[config.mk]
export PLATFORM = sky130hd
export DESIGN_NAME = win_guard_unit
export DESIGN_NICKNAME = d
export VERILOG_FILES = /design/src/rtl/win_guard_pkg.sv /design/src/rtl/wg_priv_decode.sv /design/src/rtl/wg_page_map.sv /design/src/rtl/wg_fault_gen.sv /design/src/rtl/wg_stack_hi.sv /design/src/rtl/win_guard_unit.sv
export SDC_FILE = /design/constraint.sdc
export NUM_CORES = 1
export LEC_CHECK = 0
export ABC_AREA = 1
export CORE_MARGIN = 4
export CORE_UTILIZATION = 33
export DETAILED_ROUTE_END_ITERATION = 8
export PLACE_DENSITY = 0.87
export SETUP_SLACK_MARGIN = 0.3
export SYNTH_ARGS = -nofsm -noshare
export SYNTH_HDL_FRONTEND = slang
export SYNTH_SLANG_ARGS = --single-unit
[constraint.sdc]
create_clock -name clk -period 1.2 [get_ports clk]
set_clock_uncertainty 0.1 [all_clocks]
set_input_delay 0.12 -clock clk [delete_from_list [all_inputs] [get_ports clk]]
set_output_delay 0.12 -clock clk [all_outputs]
set_load 0.1 [all_outputs]
[src/rtl/win_guard_pkg.sv]
// Shared types for the privilege and window-mapping unit.
// Assumes: one violation vector per cycle, one bit per refusal cause.
package win_guard_pkg;

    // Causes of a protection refusal seen in a single cycle
    typedef struct packed {
        logic mem_out;   // user access outside its window
        logic stk_wr;    // user stack pointer load
        logic page_wr;   // user page register load
    } viol_t;

    // Which stack an upper-part load targets
    typedef enum logic {
        STK_DATA = 1'b0,
        STK_RET  = 1'b1
    } stk_sel_e;

endpackage

[src/rtl/wg_priv_decode.sv]
// Privilege decode: the supervisor is whatever executes in the lowest window.
// Assumes: the window size is a power of two, 2**WIN_W bytes.
module wg_priv_decode #(
    parameter int ADDR_W = 16,
    parameter int WIN_W  = 12
) (
    input  logic [ADDR_W-1:0] pc_i,
    output logic              priv_o
);
    localparam int TOP_W = ADDR_W - WIN_W;

    // Privileged when no bit above the window offset is set
    always_comb begin
        priv_o = (pc_i[ADDR_W-1:WIN_W] == {TOP_W{1'b0}});
    end
endmodule

[src/rtl/wg_page_map.sv]
// Page register and address translation for the single user window.
// Assumes: privileged code sees memory flat. User logical addresses below
// 2**WIN_W are relocated to the block held in the page register.
module wg_page_map #(
    parameter int ADDR_W = 16,
    parameter int WIN_W  = 12
) (
    input  logic                     clk,
    input  logic                     rst_n,
    input  logic                     priv_i,
    input  logic                     pg_wr_i,
    input  logic [ADDR_W-WIN_W-1:0]  pg_data_i,
    input  logic [ADDR_W-1:0]        addr_i,
    output logic [ADDR_W-1:0]        phys_o,
    output logic                     in_win_o
);
    localparam int PG_W = ADDR_W - WIN_W;

    logic [PG_W-1:0] page_q;

    // Page register: loaded only by privileged code
    always_ff @(posedge clk) begin
        if (!rst_n) begin
            page_q <= '0;
        end else if (pg_wr_i && priv_i) begin
            page_q <= pg_data_i;
        end
    end

    // Window membership of the logical address
    always_comb begin
        in_win_o = (addr_i[ADDR_W-1:WIN_W] == {PG_W{1'b0}});
    end

    // Translation: flat for the supervisor, relocated for the user
    always_comb begin
        if (priv_i) begin
            phys_o = addr_i;
        end else begin
            phys_o = {page_q, addr_i[WIN_W-1:0]};
        end
    end
endmodule

[src/rtl/wg_fault_gen.sv]
// Protection check: refuses user violations in the cycle they occur and
// registers a one-cycle fault request for the interrupt logic.
// Assumes: all request inputs are valid for the whole cycle.
module wg_fault_gen
    import win_guard_pkg::*;
(
    input  logic clk,
    input  logic rst_n,
    input  logic priv_i,
    input  logic mem_req_i,
    input  logic mem_we_i,
    input  logic in_win_i,
    input  logic sp_wr_i,
    input  logic pg_wr_i,
    output logic access_ok_o,
    output logic mem_we_o,
    output logic stk_wr_ok_o,
    output logic fault_o
);
    viol_t viol;
    logic  fault_q;

    // Collect the refusal causes of this cycle
    always_comb begin
        viol.mem_out = !priv_i && mem_req_i && !in_win_i;
        viol.stk_wr  = !priv_i && sp_wr_i;
        viol.page_wr = !priv_i && pg_wr_i;
    end

    // Grant or gate the memory side in the same cycle
    always_comb begin
        access_ok_o = mem_req_i && !viol.mem_out;
        mem_we_o    = access_ok_o && mem_we_i;
        stk_wr_ok_o = sp_wr_i && priv_i;
    end

    // Fault request: high for the cycle after each violating cycle
    always_ff @(posedge clk) begin
        if (!rst_n) begin
            fault_q <= 1'b0;
        end else begin
            fault_q <= |viol;
        end
    end

    assign fault_o = fault_q;
endmodule

[src/rtl/wg_stack_hi.sv]
// Holds the fixed (not counted) upper part of one stack pointer.
// Assumes: the offered value is a full pointer; its top HI_W bits are kept.
module wg_stack_hi #(
    parameter int ADDR_W = 16,
    parameter int HI_W   = 8
) (
    input  logic              clk,
    input  logic              rst_n,
    input  logic              wr_i,
    input  logic [ADDR_W-1:0] data_i,
    output logic [HI_W-1:0]   hi_o
);
    logic [HI_W-1:0] hi_q;

    // Upper part register, loaded on an allowed write
    always_ff @(posedge clk) begin
        if (!rst_n) begin
            hi_q <= '0;
        end else if (wr_i) begin
            hi_q <= data_i[ADDR_W-1 -: HI_W];
        end
    end

    assign hi_o = hi_q;
endmodule

[src/rtl/win_guard_unit.sv]
// Privilege and window-mapping unit for a small stack processor.
// Privilege comes only from the program counter lying in the lowest window.
// User code gets one relocatable window and may not load the stack pointer
// upper parts or the page register.
// Assumes: one access per cycle. Faults go to an external interrupt controller.
module win_guard_unit
    import win_guard_pkg::*;
#(
    parameter int ADDR_W   = 16,
    parameter int WIN_W    = 12,
    parameter int DSP_HI_W = 8,
    parameter int RSP_HI_W = 12
) (
    input  logic                    clk,
    input  logic                    rst_n,
    input  logic [ADDR_W-1:0]       pc_i,
    input  logic                    mem_req_i,
    input  logic                    mem_we_i,
    input  logic [ADDR_W-1:0]       mem_addr_i,
    input  logic                    sp_wr_i,
    input  logic                    sp_sel_i,
    input  logic [ADDR_W-1:0]       sp_data_i,
    input  logic                    pg_wr_i,
    input  logic [ADDR_W-WIN_W-1:0] pg_data_i,
    output logic [ADDR_W-1:0]       phys_addr_o,
    output logic                    mem_we_o,
    output logic                    access_ok_o,
    output logic                    fault_o,
    output logic [DSP_HI_W-1:0]     dsp_hi_o,
    output logic [RSP_HI_W-1:0]     rsp_hi_o
);
    logic priv;
    logic in_win;
    logic stk_wr_ok;
    logic dsp_wr;
    logic rsp_wr;

    wg_priv_decode #(.ADDR_W(ADDR_W), .WIN_W(WIN_W)) i_priv (
        .pc_i   (pc_i),
        .priv_o (priv)
    );

    wg_page_map #(.ADDR_W(ADDR_W), .WIN_W(WIN_W)) i_map (
        .clk       (clk),
        .rst_n     (rst_n),
        .priv_i    (priv),
        .pg_wr_i   (pg_wr_i),
        .pg_data_i (pg_data_i),
        .addr_i    (mem_addr_i),
        .phys_o    (phys_addr_o),
        .in_win_o  (in_win)
    );

    wg_fault_gen i_fault (
        .clk         (clk),
        .rst_n       (rst_n),
        .priv_i      (priv),
        .mem_req_i   (mem_req_i),
        .mem_we_i    (mem_we_i),
        .in_win_i    (in_win),
        .sp_wr_i     (sp_wr_i),
        .pg_wr_i     (pg_wr_i),
        .access_ok_o (access_ok_o),
        .mem_we_o    (mem_we_o),
        .stk_wr_ok_o (stk_wr_ok),
        .fault_o     (fault_o)
    );

    // Route an allowed stack load to the selected stack
    always_comb begin
        dsp_wr = stk_wr_ok && (sp_sel_i == STK_DATA);
        rsp_wr = stk_wr_ok && (sp_sel_i == STK_RET);
    end

    wg_stack_hi #(.ADDR_W(ADDR_W), .HI_W(DSP_HI_W)) i_dsp_hi (
        .clk    (clk),
        .rst_n  (rst_n),
        .wr_i   (dsp_wr),
        .data_i (sp_data_i),
        .hi_o   (dsp_hi_o)
    );

    wg_stack_hi #(.ADDR_W(ADDR_W), .HI_W(RSP_HI_W)) i_rsp_hi (
        .clk    (clk),
        .rst_n  (rst_n),
        .wr_i   (rsp_wr),
        .data_i (sp_data_i),
        .hi_o   (rsp_hi_o)
    );
endmodule

# Word level (Yosys, flattened, before mapping)
# Index checks and enable logic that the tools add are counted.
[word_totals]
inputBits = 59
regBits = 25
out_inout_bits = 39
elab_cells = 22
[op_classes]
bitwise_logic = 1
n_mux = 1
reduce_logical = 16
[ops]
columns = ["op", "count"]
rows = [
  ["16-bit 2-to-1 mux", 1],
  ["1-bit logical AND", 10],
  ["4-bit logical NOT", 2],
  ["1-bit logical NOT", 3],
  ["3-bit OR reduction", 1],
  ["1-bit NOT", 1],
]

# Logic depth before layout (Yosys ltp)
[logic_depth]
word_depth = 7
depth_mapped = 6

# By module
# From an unflattened synthesis, not the netlist that was laid out.
[unflattened]
hier_cells = 200
hier_area_um2 = 1286.2
[modules_own_cells]
columns = ["module", "cells_each", "n_inst", "area_each_um2"]
rows = [
  ["wg_stack_hi (i_rsp_hi)", 75, 1, 493.0],
  ["wg_stack_hi (i_dsp_hi)", 51, 1, 356.6],
  ["wg_page_map", 49, 1, 316.6],
  ["wg_fault_gen", 14, 1, 76.3],
  ["wg_priv_decode", 7, 1, 26.3],
  ["win_guard_unit", 4, 1, 17.5],
]

# Worst setup path after synthesis
# Ideal clock, no wire load.
[synth_path]
path_kind = "in2out"
from = "input pc_i[13]"
to = "output access_ok_o"
n_path_buf = 1
path_slack_ns = -1.067
arrival_ns = 2.047
stages = 4
cell_sequence = "nor2_4 -> nand2_1 -> buf_2 -> a21boi_1"
[synth_between]
elab_chain_cells = 6
[synth_rtl]
columns = ["element", "line_no", "source"]
rows = [
  ["from (decl)", "win_guard_unit.sv:16", "input logic [ADDR_W-1:0] pc_i,"],
  ["4-bit logical NOT", "wg_priv_decode.sv:14", "priv_o = (pc_i[ADDR_W-1:WIN_W] == {TOP_W{1'b0}});"],
  ["1-bit logical NOT", "wg_fault_gen.sv:25", "viol.mem_out = !priv_i && mem_req_i && !in_win_i;"],
  ["1-bit logical AND (2 in a row)", "wg_fault_gen.sv:25", ""],
  ["1-bit logical NOT", "wg_fault_gen.sv:32", "access_ok_o = mem_req_i && !viol.mem_out;"],
  ["1-bit logical AND", "wg_fault_gen.sv:32", ""],
  ["to (decl)", "win_guard_unit.sv:27", "output logic access_ok_o,"],
]
# Every way passes these cells.

# Worst setup path after layout
[layout_path]
from = "input pc_i[15]"
to = "output phys_addr_o[13]"
[layout_between]
elab_chain_cells = 2
[layout_rtl]
columns = ["element", "line_no", "source"]
rows = [
  ["4-bit logical NOT", "wg_priv_decode.sv:14", ""],
  ["16-bit 2-to-1 mux", "wg_page_map.sv:37", "if (priv_i) begin"],
  ["to (decl)", "win_guard_unit.sv:25", "output logic [ADDR_W-1:0] phys_addr_o,"],
]
# Every way passes these cells.

==> reports/qor.txt <==
PWR
--------------------------------------------------------------------------------------
Worst-case vdd ir drop                                                      0.000569 V
Pwr Density                                                                 706 nW/um2
Standby leakage power                                                          1.18 nW
Total Power                                                                    1.78 mW

SYNTH
--------------------------------------------------------------------------------------
Average instance area after synthesis                                         6.84 um2
Sequential cell area fraction in the yosys report                                0.402
Post-Synthesis Net Count                                                           241
Synthesized-area fraction occupied by adder cells                                    0
Yosys warning count                                                                  0
Combinational family with the most area after synthesis                   simple AND/OR/NAND/NOR gates
Number of register bits inferred by synthesis                                       25
Area fraction in compound gates after synthesis                                 0.0503
Simple-Gate Fraction of Synth Area                                               0.367
Share of the synthesized area in the top cell type                               0.402
Share of cell area taken by muxes after synthesis                                    0
Top post-synthesis cells by area                                          sky130_fd_sc_hd__dfxtp_1, sky130_fd_sc_hd__nand2_1, sky130_fd_sc_hd__nor2_1
Netlist area before placement                                                 1240 um2
Cell taking the most area after synthesis                                 sky130_fd_sc_hd__dfxtp_1
Number of distinct standard cells referenced by the synthesized netlist             17
Fraction of synthesized cell area in xor and xnor cells                              0
Number of instances in the synthesized netlist                                     182

TIMING
--------------------------------------------------------------------------------------
Setup violation total in the final timing report                                     2
Minimum hold slack                                                            0.133 ns
Number of slew-limit violations in the final report                                  0
Setup ws final                                                              -0.0292 ns
Min Clock Period, post-route                                                   1.23 ns
Final Hold Viols                                                                     0
Slew at the pin closest to its max-slew limit                                 0.231 ns
Peak Freq                                                                      814 MHz
Tightest slew margin relative to the limit                                       0.846
Setup TNS                                                                   -0.0302 ns
Final Cycle Share                                                                 1.02
RSZ-0062 raised after global routing                                              true

WORST SETUP PATH
--------------------------------------------------------------------------------------
Flop2flop setup slack                                                          0.35 ns
Kind of start point of the critical path                                     input pin
Maximum single-stage delay on the critical path                                0.19 ns
Maximum fanout along the worst path                                                  5
Crit-path leading delay family                                            buffers and inverters
Reg-to-reg startpoint                                                     i_rsp_hi.hi_o[4]
Required time of the critical path                                             0.98 ns
Crit path kind                                                               in -> out
Library cell contributing the largest single delay on the critical path   sky130_fd_sc_hd__buf_12
Buf+Inv Stages, Crit Path                                                            4
Critical Path AT                                                               1.01 ns
Terminus of the critical flop-to-flop path                                i_rsp_hi.hi_o[4]
Worst Reg2Reg Path Length in Cells                                                   5
Critical path capture point type                                          primary output
Sequence of cells on the critical path                                    buf_6, nor2_4, nand2_4, buf_6, buf_12, o21ai_4, buf_12

CELLS AND AREA
--------------------------------------------------------------------------------------
Net count of the finished layout                                                   310
Number of diodes added for antenna fixing                                            0
Area growth from synthesis to layout                                              103%
Post-layout util                                                                 0.689
Non-filler instance count after layout                                             298
Share of post-route cells with drive strength above 1                            0.436

CTS
--------------------------------------------------------------------------------------
Clock insertion delay at the later pin of the skew report                      0.26 ns
Clock-pin slew on the worst setup and hold paths                               0.09 ns
H-tree levels                                                                        1
CTS Root Buffer Type                                                      sky130_fd_sc_hd__clkbuf_8
Clock buffers created by TritonCTS                                                   3
Clk sinks                                                                           25
Max Root-Sink Buffers                                                                2
Clock tree from TritonCTS                                                          yes
CTS Hold Bufs                                                                        0

HOLD PATH
--------------------------------------------------------------------------------------
Hold crit path type                                                          in -> reg
Worst-case hold path end point                                            i_fault.fault_o
Startpoint of the tightest hold check path                                    pc_i[14]
Hold path depth                                                                      5

DRT
--------------------------------------------------------------------------------------
Average wire per cell in the routed design                                     12.0 um
Via count                                                                         1272
Iteration-0 DRC count of the detailed router                                        45
Total length of routed wires                                                   3580 um
Number of detailed-route iterations in the first pass                                4
Via-per-instance ratio                                                            4.27
Count of antenna-violating nets left after detailed routing                          0
# DRC                                                                                0

PLACED DESIGN
--------------------------------------------------------------------------------------
Count of buffers from port buffering                                                57
Final estimated routing congestion in global placement                           0.765
Total instance count after detailed placement                                      285
Detailed-placement wirelength estimate                                         2740 um

GLOBAL ROUTING
--------------------------------------------------------------------------------------
Number of antenna violations at the first check in global routing                    0
Vias in the first global route                                                    1316
Global-route wire length before repair                                         6000 um
Total global routing overflow                                                        0
Total routing resource utilization after global routing                          0.150
Pin count of the biggest net entering global routing                                21

OUTCOME
--------------------------------------------------------------------------------------
Status                                                                    finished, violations left
Violated checks                                                           setup timing

FLOORPLAN
--------------------------------------------------------------------------------------
# rows                                                                              22
Die Footprint                                                                 4820 um2
Core footprint                                                                3660 um2
Overall die width                                                              69.4 um
Starting utilization of the core area                                            0.340
Io pins                                                                             98
Vertical die dimension                                                         69.4 um

JOB
--------------------------------------------------------------------------------------
Number of max-cap violations                                                         0

-- where the power goes --
group          leakage, nW  switching (mW)  internal [mW]
sequential           0.219          0.0124          0.804
combinational        0.943           0.242          0.229
clock               0.0228           0.258          0.237
total                 1.18           0.512           1.27
-- stage by stage --
step                instance area, um2  setup WS, ns
floorplan                         1400        -0.180
global placement                  2320        -0.361
detailed placement                2320        -0.427
CTS                               2440       -0.0551
global route                      2520       -0.0618
finish                            2520       -0.0292
-- sequential cells by signal, indices dropped and copies added, names as in the netlist --
| register | flops |
|---|---|
| i_dsp_hi.hi_o | 8 |
| i_rsp_hi.hi_o | 12 |
| i_fault.fault_o | 1 |
| i_map.page_q | 4 |
-- how the worst max path moves through the flow --
stage | startpoint | end | slack [ns] | cells past startpoint
5_1_grt | pc_i[15] | phys_addr_o[13] | -0.06 | 7
4_1_cts | pc_i[14] | phys_addr_o[13] | -0.06 | 7
6_report | pc_i[15] | phys_addr_o[13] | -0.03 | 7
3_5_place_dp | pc_i[12] | i_dsp_hi.hi_o[0] | -0.43 | 6
2_1_floorplan | pc_i[12] | access_ok_o | -0.18 | 4
3_3_place_gp | pc_i[12] | i_dsp_hi.hi_o[0] | -0.36 | 6
-- Yosys cell counts --
cell type and n:
sky130_fd_sc_hd__a21boi_0 4, sky130_fd_sc_hd__a21boi_1 1, sky130_fd_sc_hd__a21oi_1 1, sky130_fd_sc_hd__and3_1 1, sky130_fd_sc_hd__buf_2 3, sky130_fd_sc_hd__buf_4 12, sky130_fd_sc_hd__buf_6 2, sky130_fd_sc_hd__clkbuf_1 1
sky130_fd_sc_hd__dfxtp_1 25, sky130_fd_sc_hd__inv_1 25, sky130_fd_sc_hd__nand2_1 52, sky130_fd_sc_hd__nand3_1 1, sky130_fd_sc_hd__nand4_1 5, sky130_fd_sc_hd__nand4_4 2, sky130_fd_sc_hd__nor2_1 41, sky130_fd_sc_hd__nor2_4 2
sky130_fd_sc_hd__o21ai_1 4
-- layout by cell type, fill, tap and decap left out, types with 2 or more instances in the layout --
cell type,count
sky130_fd_sc_hd__nand2_1,47
sky130_fd_sc_hd__nor2_1,38
sky130_fd_sc_hd__buf_12,31
sky130_fd_sc_hd__inv_1,20
sky130_fd_sc_hd__dfxtp_4,20
sky130_fd_sc_hd__clkdlybuf4s50_1,17
sky130_fd_sc_hd__buf_4,15
sky130_fd_sc_hd__buf_6,11
sky130_fd_sc_hd__nand4_1,5
sky130_fd_sc_hd__inv_2,4
sky130_fd_sc_hd__nand2_2,4
sky130_fd_sc_hd__o21ai_4,4
sky130_fd_sc_hd__a21boi_1,3
sky130_fd_sc_hd__nor2_2,3
sky130_fd_sc_hd__clkbuf_8,3
sky130_fd_sc_hd__dfxtp_1,3
sky130_fd_sc_hd__dlygate4sd2_1,3
sky130_fd_sc_hd__nor2_4,2
sky130_fd_sc_hd__nand4_4,2
sky130_fd_sc_hd__dfxtp_2,2
sky130_fd_sc_hd__dlymetal6s2s_1,2
-- final cells by class --
class	instances	area, um2
timing repair buffer	82	1130
fill	271	1140
multi-input combinational	114	618
inverter	25	96.3
sequential	25	578
clock buffer	4	45.0
tap	48	60.1
-- cell families (layout without fill, tap and decap cells) --
kind of cell | Yosys count | in the layout
compound gates | 10 | 10
flops | 25 | 25
simple gates | 104 | 104
buf+inv | 43 | 111
-- what timing repair did --
action | 4_1_cts | 5_1_grt
pin swaps | 7 | 7
setup buffers | 6 | 2
gates cloned | 1 | 0
gates resized for setup | 49 | 20
setup endpoints to repair | 52 | 52
-- layer usage --
layer  global-route usage  up-vias  share of wire
met5                    0        -              0
met4               0.0282        0         0.0028
met3               0.0551        2          0.083
met2                0.286       39           0.54
met1                0.156      561           0.37
li1                     -      670              -
-- worst min-delay path: stages --
cell and delay [ns]:
sky130_fd_sc_hd__buf_6 0.07, sky130_fd_sc_hd__nor2_4 0.03, sky130_fd_sc_hd__nand2_4 0.08, sky130_fd_sc_hd__nand2_1 0.05, sky130_fd_sc_hd__a21oi_1 0.10
Power figures use the tool's default switching activity.
